<file path="config.mk">
export PLATFORM = sky130hd
export DESIGN_NAME = store_verify_queue
export DESIGN_NICKNAME = d
export VERILOG_FILES = /design/src/rtl/svq_pkg.sv /design/src/rtl/svq_queue.sv /design/src/rtl/svq_flags.sv /design/src/rtl/svq_verdict.sv /design/src/rtl/store_verify_queue.sv
export SDC_FILE = /design/constraint.sdc
export NUM_CORES = 2
export LEC_CHECK = 0
export BUFFER_PORTS_ARGS = -buffer_cell sky130_fd_sc_hd__buf_2
export CAP_MARGIN = 20
export CORE_ASPECT_RATIO = 1.25
export CORE_MARGIN = 1
export CORE_UTILIZATION = 30
export DETAILED_ROUTE_END_ITERATION = 12
export HOLD_SLACK_MARGIN = 0.1
export PLACE_DENSITY = 0.41
export SKIP_CTS_REPAIR_TIMING = 1
export SLEW_MARGIN = 0
export SYNTH_ARGS = -nofsm -noshare
export SYNTH_HDL_FRONTEND = slang
export SYNTH_SLANG_ARGS = --single-unit
</file>
<file path="constraint.sdc">
create_clock -name clk -period 7.7 [get_ports clk]
set_input_delay 0.385 -clock clk [delete_from_list [all_inputs] [get_ports clk]]
set_output_delay 0.385 -clock clk [all_outputs]
set_load 0.01 [all_outputs]
</file>
<file path="src/rtl/svq_pkg.sv">
`timescale 1ns/1ps
package svq_pkg;

  // True when two addresses fall into the same cache line.
  function automatic logic same_line(input logic [31:0] a, input logic [31:0] b,
                                     input int unsigned ofs);
    return (a >> ofs) == (b >> ofs);
  endfunction

  // Circular pointer advance for a queue of the given depth.
  function automatic int unsigned wrap_inc(input int unsigned p, input int unsigned depth);
    return (p + 1 == depth) ? 0 : p + 1;
  endfunction

endpackage

</file>
<file path="src/rtl/svq_queue.sv">
`timescale 1ns/1ps
module svq_queue
  import svq_pkg::*;
#(
  parameter int DEPTH    = 64,
  parameter int ADDR_W   = 12,
  parameter int DATA_W   = 32,
  parameter int LINE_OFS = 6,
  localparam int PTR_W   = $clog2(DEPTH),
  localparam int CNT_W   = $clog2(DEPTH + 1)
) (
  input  logic              clk,
  input  logic              rst_n,
  input  logic              push,
  input  logic [ADDR_W-1:0] push_addr,
  input  logic [DATA_W-1:0] push_data,
  input  logic              pop,
  input  logic              flush,
  output logic [ADDR_W-1:0] head_addr,
  output logic [DATA_W-1:0] head_data,
  output logic [CNT_W-1:0]  count,
  output logic              full,
  output logic              empty,
  output logic              other_hit
);

  logic [ADDR_W-1:0] addr_mem [DEPTH];
  logic [DATA_W-1:0] data_mem [DEPTH];
  logic [DEPTH-1:0]  live_q;
  logic [PTR_W-1:0]  rd_ptr, wr_ptr;
  logic [CNT_W-1:0]  cnt_q;

  assign count     = cnt_q;
  assign full      = (cnt_q == CNT_W'(DEPTH));
  assign empty     = (cnt_q == '0);
  assign head_addr = addr_mem[rd_ptr];
  assign head_data = data_mem[rd_ptr];

  // Associative search: any live entry besides the head in the head's line.
  always_comb begin
    other_hit = 1'b0;
    for (int i = 0; i < DEPTH; i++) begin
      if (live_q[i] && (PTR_W'(i) != rd_ptr) &&
          same_line(32'(addr_mem[i]), 32'(head_addr), LINE_OFS))
        other_hit = 1'b1;
    end
  end

  always_ff @(posedge clk) begin
    if (push && !flush) begin
      addr_mem[wr_ptr] <= push_addr;
      data_mem[wr_ptr] <= push_data;
    end
  end

  always_ff @(posedge clk) begin
    if (!rst_n || flush) begin
      rd_ptr <= '0;
      wr_ptr <= '0;
      cnt_q  <= '0;
      live_q <= '0;
    end else begin
      if (push) begin
        live_q[wr_ptr] <= 1'b1;
        wr_ptr <= PTR_W'(wrap_inc(32'(wr_ptr), DEPTH));
      end
      if (pop) begin
        live_q[rd_ptr] <= 1'b0;
        rd_ptr <= PTR_W'(wrap_inc(32'(rd_ptr), DEPTH));
      end
      cnt_q <= cnt_q + CNT_W'(push) - CNT_W'(pop);
    end
  end

endmodule

</file>
<file path="src/rtl/svq_flags.sv">
`timescale 1ns/1ps
module svq_flags #(
  parameter int LIDX_W = 6,
  localparam int NLINES = 1 << LIDX_W
) (
  input  logic              clk,
  input  logic              rst_n,
  input  logic              set_en,
  input  logic [LIDX_W-1:0] set_line,
  input  logic              clr_en,
  input  logic [LIDX_W-1:0] clr_line,
  input  logic              flush,
  input  logic [LIDX_W-1:0] look_line,
  output logic [NLINES-1:0] uv_vec,
  output logic              look_pinned
);

  logic [NLINES-1:0] uv_q;

  // One unverified mark per line; a set beats a clear in the same cycle.
  for (genvar g = 0; g < NLINES; g++) begin : g_line
    always_ff @(posedge clk) begin
      if (!rst_n || flush)
        uv_q[g] <= 1'b0;
      else if (set_en && set_line == LIDX_W'(g))
        uv_q[g] <= 1'b1;
      else if (clr_en && clr_line == LIDX_W'(g))
        uv_q[g] <= 1'b0;
    end
  end

  assign uv_vec      = uv_q;
  assign look_pinned = uv_q[look_line];

endmodule

</file>
<file path="src/rtl/svq_verdict.sv">
`timescale 1ns/1ps
module svq_verdict #(
  parameter int ADDR_W = 12,
  parameter int DATA_W = 32,
  parameter int NLINES = 64
) (
  input  logic              clk,
  input  logic              rst_n,
  input  logic              pop,
  input  logic [ADDR_W-1:0] head_addr,
  input  logic [DATA_W-1:0] head_data,
  input  logic [ADDR_W-1:0] slv_addr,
  input  logic [DATA_W-1:0] slv_data,
  input  logic [NLINES-1:0] held_vec,
  input  logic [NLINES-1:0] set_vec,
  output logic              chk_match,
  output logic              chk_miss,
  output logic              wb_valid,
  output logic [ADDR_W-1:0] wb_addr,
  output logic [DATA_W-1:0] wb_data,
  output logic              fault,
  output logic [NLINES-1:0] inv_lines
);

  logic same;
  assign same      = (head_addr == slv_addr) && (head_data == slv_data);
  assign chk_match = pop && same;
  assign chk_miss  = pop && !same;

  always_ff @(posedge clk) begin
    if (!rst_n) begin
      wb_valid  <= 1'b0;
      wb_addr   <= '0;
      wb_data   <= '0;
      fault     <= 1'b0;
      inv_lines <= '0;
    end else begin
      wb_valid <= chk_match;
      if (chk_match) begin
        wb_addr <= slv_addr;
        wb_data <= slv_data;
      end
      fault     <= chk_miss;
      inv_lines <= chk_miss ? (held_vec | set_vec) : '0;
    end
  end

endmodule

</file>
<file path="src/rtl/store_verify_queue.sv">
`timescale 1ns/1ps
module store_verify_queue
  import svq_pkg::*;
#(
  parameter int DEPTH    = 64,
  parameter int ADDR_W   = 12,
  parameter int DATA_W   = 32,
  parameter int LINE_OFS = 6
) (
  input  logic                              clk,
  input  logic                              rst_n,
  input  logic                              mst_valid,
  output logic                              mst_ready,
  input  logic [ADDR_W-1:0]                 mst_addr,
  input  logic [DATA_W-1:0]                 mst_data,
  input  logic                              slv_valid,
  output logic                              slv_ready,
  input  logic [ADDR_W-1:0]                 slv_addr,
  input  logic [DATA_W-1:0]                 slv_data,
  input  logic [ADDR_W-LINE_OFS-1:0]        look_line,
  output logic                              look_pinned,
  output logic                              wb_valid,
  output logic [ADDR_W-1:0]                 wb_addr,
  output logic [DATA_W-1:0]                 wb_data,
  output logic                              fault,
  output logic [(1<<(ADDR_W-LINE_OFS))-1:0] inv_lines
);

  localparam int LIDX_W = ADDR_W - LINE_OFS;
  localparam int NLINES = 1 << LIDX_W;
  localparam int CNT_W  = $clog2(DEPTH + 1);

  // Named internal events.
  logic              push_fire, pop_fire, chk_match, chk_miss, line_clear;
  logic              q_full, q_empty, srch_hit, push_same_line;
  logic [CNT_W-1:0]  q_count;
  logic [ADDR_W-1:0] head_addr;
  logic [DATA_W-1:0] head_data;
  logic [NLINES-1:0] uv_vec, set_vec;
  logic [LIDX_W-1:0] set_line, head_line;

  assign mst_ready = !fault && !q_full;
  assign slv_ready = !fault && !q_empty;
  assign push_fire = mst_valid && mst_ready;
  assign pop_fire  = slv_valid && slv_ready;
  assign set_line  = mst_addr[ADDR_W-1:LINE_OFS];
  assign head_line = head_addr[ADDR_W-1:LINE_OFS];

  always_comb begin
    set_vec = '0;
    if (push_fire) set_vec[set_line] = 1'b1;
  end

  assign push_same_line = push_fire && same_line(32'(mst_addr), 32'(head_addr), LINE_OFS);
  assign line_clear     = chk_match && !srch_hit && !push_same_line;

  svq_queue #(
    .DEPTH(DEPTH), .ADDR_W(ADDR_W), .DATA_W(DATA_W), .LINE_OFS(LINE_OFS)
  ) u_queue (
    .clk(clk), .rst_n(rst_n),
    .push(push_fire), .push_addr(mst_addr), .push_data(mst_data),
    .pop(pop_fire), .flush(chk_miss),
    .head_addr(head_addr), .head_data(head_data),
    .count(q_count), .full(q_full), .empty(q_empty),
    .other_hit(srch_hit)
  );

  svq_flags #(.LIDX_W(LIDX_W)) u_flags (
    .clk(clk), .rst_n(rst_n),
    .set_en(push_fire), .set_line(set_line),
    .clr_en(line_clear), .clr_line(head_line),
    .flush(chk_miss),
    .look_line(look_line),
    .uv_vec(uv_vec), .look_pinned(look_pinned)
  );

  svq_verdict #(.ADDR_W(ADDR_W), .DATA_W(DATA_W), .NLINES(NLINES)) u_verdict (
    .clk(clk), .rst_n(rst_n),
    .pop(pop_fire), .head_addr(head_addr), .head_data(head_data),
    .slv_addr(slv_addr), .slv_data(slv_data),
    .held_vec(uv_vec), .set_vec(set_vec),
    .chk_match(chk_match), .chk_miss(chk_miss),
    .wb_valid(wb_valid), .wb_addr(wb_addr), .wb_data(wb_data),
    .fault(fault), .inv_lines(inv_lines)
  );

endmodule

</file>
==> flow_summary.yaml <==
outcome:
  status: "complete, no violations"
setup_path:
  crit_path_top_delay_cell: "mux2i_1"
  worstPathArrival_ps: 8000
  path_cells: "buf_12 -> buf_12 -> buf_12 -> mux4_2 -> mux2i_1 -> o32ai_1 -> nor4_1 -> buf_4 -> xnor2_1 -> nor4_1 -> buf_4 -> nand4_1 -> buf_4 -> or3_1 -> o31ai_2 -> buf_12 -> nand2_1 -> buf_4 -> nor2_4 -> buf_12"
  crit_path_start_kind: "register"
  critPathCaptureType: "register"
  worstSetupPathType: "register to register"
  critPathTopFamily: "buffers and inverters"
  worst-path-buf-inv: 9
  crit_required_ps: 8340
  max_stage_delay_ps: 830
  path_common_cell: "buf_12"
  r2r_cells: 20
  worstPathMaxFanout: 29
  cp.depth: 20
floorplanning:
  num_rows: 266
  die_area_um2: 425300
  core_um2: 420400
  start_util_pct: 30.17
  die_width_um: 583.5
  ioPinCount: 211
  die_h_um: 728.9
grt:
  grt_antenna_before_repair: 59
  grt_use_total_pct: 25.11
  grt_pass1_wl_um: 720800
  grt_pass1_vias: 75950
  grt-ovfl-total: 0
  grt_max_degree: 66
power:
  sw_frac_of_total_pct: 29.74
  p_comb_share_pct: 20.8
  p_clk_share_pct: 37.1
  power.internal_mw: 30.83
  power_frac_seq_pct: 42.1
  power_mw: 43.88
  ir_worst_vdd_v: 0.0001727
  p_per_area_nw_per_um2: 289.4
  leakage_nw: 46.77
  p_sw_mw: 13.05
final_layout:
  filler_cell_count: 39400
  drive_gt1_share_pct: 25.35
  fin_nets: 8059
  postLayoutCellArea_um2: 151700
  final_cells: 13850
  final_util_pct: 36.08
  area_growth_pct: 19.59
synthesis:
  synthesis.nets: 7301
  ys_async_sr_fraction_pct: 0
  yosys.cell_count.top_type: "edfxtp_1"
  syn_area_per_cell_um2: 17.64
  ys_seq_area_share_pct: 70.84
  netlist_instances: 7187
  synth.distinct_cells: 91
  yosys_warnings: 0
  synth_enable_flop_cells: 2816
  synth_flop_cell: "edfxtp_1"
  synth_top_cell_area_share_pct: 66.68
  synth_area_leaders: "edfxtp_1 (67%), mux4_2 (11%), dfxtp_1 (4.2%), mux2i_1 (3.0%), xnor2_1 (1.7%)"
  syn-cell-area_um2: 126800
  synth_top_area_cell: "edfxtp_1"
  ys_ff_latch: 3079
  synth_common_cells: "edfxtp_1 (2816), mux4_2 (592), nor2_1 (405)"
placement:
  post-dp-hpwl_um: 375000
  dp_cells: 13150
  gp_congestion: 0.9079
  placed_area_um2: 140000
  port_buffers: 210
timing:
  fin_skew_ps: 48.22
  rsz0062_at_grt: "no"
  max_freq_mhz: 135.9
  drv_slew: 0
  tightest_slew_ps: 1239
  setup_tns_ps: 0
  hold_viol_final: 0
  setup_violations: 0
  relSlewSlack_pct: 17.01
  fin_crit_sh_pct: 95.56
  post-route-min-period_ps: 7358
flow_run:
  maxCapViolCount: 0
route:
  vias_per_cell: 5.580
  drcViolationCount: 0
  vias: 77270
  wirelength_um: 544200
  drtAntennaViolNets: 0
  avgRoutedWirePerCell_um: 39.29
  dr.pass1.iters: 6
  drt_iter0_drc: 9337
clocking:
  clock_latency_ps: 1000
  cts_tree: "built"
  cts_buffer_depth: 4
  cts_sinks: 3079
  cts_made_buffers: 337
  cts_root_buf: "clkbuf_16"
  clk_pin_slew_ps: 60
  h-tree-depth: 5
hold_path:
  min-delay-start: "mst_data[6]"
  whs_path_depth: 1
  min_path_type: "primary input to register"
-- flip-flops by register name, summed over array words and instances (netlist names), named ones only --
name	cells
u_queue.wr_ptr	6
u_verdict.wb_addr	12
u_verdict.fault	1
u_queue.data_mem	2048
u_queue.addr_mem	768
u_queue.rd_ptr	6
u_flags.uv_vec	64
u_verdict.wb_valid	1
u_verdict.inv_lines	64
u_verdict.wb_data	32
u_queue.count	7
u_queue.live_q	64
-- cell type report --
cell class / count / area (µm²) / area share, %
multi-input combinational: 3610 / 35040 / 23.11
clock buffer: 428 / 8919 / 5.881
tap: 5628 / 7042 / 4.643
sequential: 3079 / 89850 / 59.24
timing repair buffer: 887 / 8822 / 5.817
inverter: 30 / 116.4 / 0.07673
clock inverter: 170 / 1824 / 1.203
antenna: 17 / 42.54 / 0.02805
-- power by group through the flow --
stage / registers (mW) / logic [mW] / clock network (mW)
2_1_floorplan: 18.8 / 4.90 / 0
3_3_place_gp: 18.8 / 9.05 / 0
3_5_place_dp: 18.8 / 9.07 / 0
4_1_cts: 18.5 / 9.09 / 16.6
5_1_grt: 18.5 / 9.40 / 17.1
6_report: 18.5 / 9.14 / 16.3
-- cells by family after synthesis --
logic type	after synthesis	share of synthesized area (%)
flops	3079	70.84
fa+ha+maj	16	0.1638
buf+inv	498	2.121
mux	1012	13.86
simple gates	1191	4.551
compound gates	1111	6.533
xor+xnor	280	1.934
-- stage by stage --
stage               setup WS, ps  hold slack [ps]
floorplan                   1110            445.4
global placement           318.5            434.7
detailed placement         395.8            441.5
CTS                        393.5           -436.2
global route               295.1            99.81
finish                     341.8            89.83
-- cell usage in the layout, fill, tap and decap left out, types with 87 or more instances in the layout --
| cell type | netlist | final |
|---|---|---|
| mux2i_1 | 386 | 386 |
| a211oi_1 | 150 | 150 |
| dfxtp_1 | 263 | 257 |
| a21oi_1 | 182 | 180 |
| buf_4 | 54 | 435 |
| buf_12 | 0 | 188 |
| nor2_1 | 405 | 338 |
| xnor2_1 | 253 | 253 |
| mux4_2 | 592 | 592 |
| edfxtp_1 | 2816 | 2816 |
| clkbuf_16 | 0 | 340 |
| o21ai_0 | 88 | 87 |
| a22oi_1 | 155 | 155 |
| nor3_1 | 98 | 95 |
| buf_2 | 131 | 177 |
| nand2_1 | 265 | 263 |
-- per-layer routing --
metal	share of wire, %	global-route usage, %	vias to the layer above
met5	0.032	0	-
li1	-	-	30880
met2	48	41.27	3738
met3	7.3	4.577	852
met4	4.5	9.709	28
met1	41	32.88	41780
-- final timing paths --
| check | end | slack, ps |
|---|---|---|
| worst max-delay path | u_queue.data_mem[56][23] | 340 |
| worst min-delay path | u_queue.data_mem[59][6] | 90 |
| worst max register to register | u_queue.data_mem[56][23] | 340 |
| worst min register to register | u_verdict.wb_addr[6] | 450 |
(Power assumes the default switching activity.)
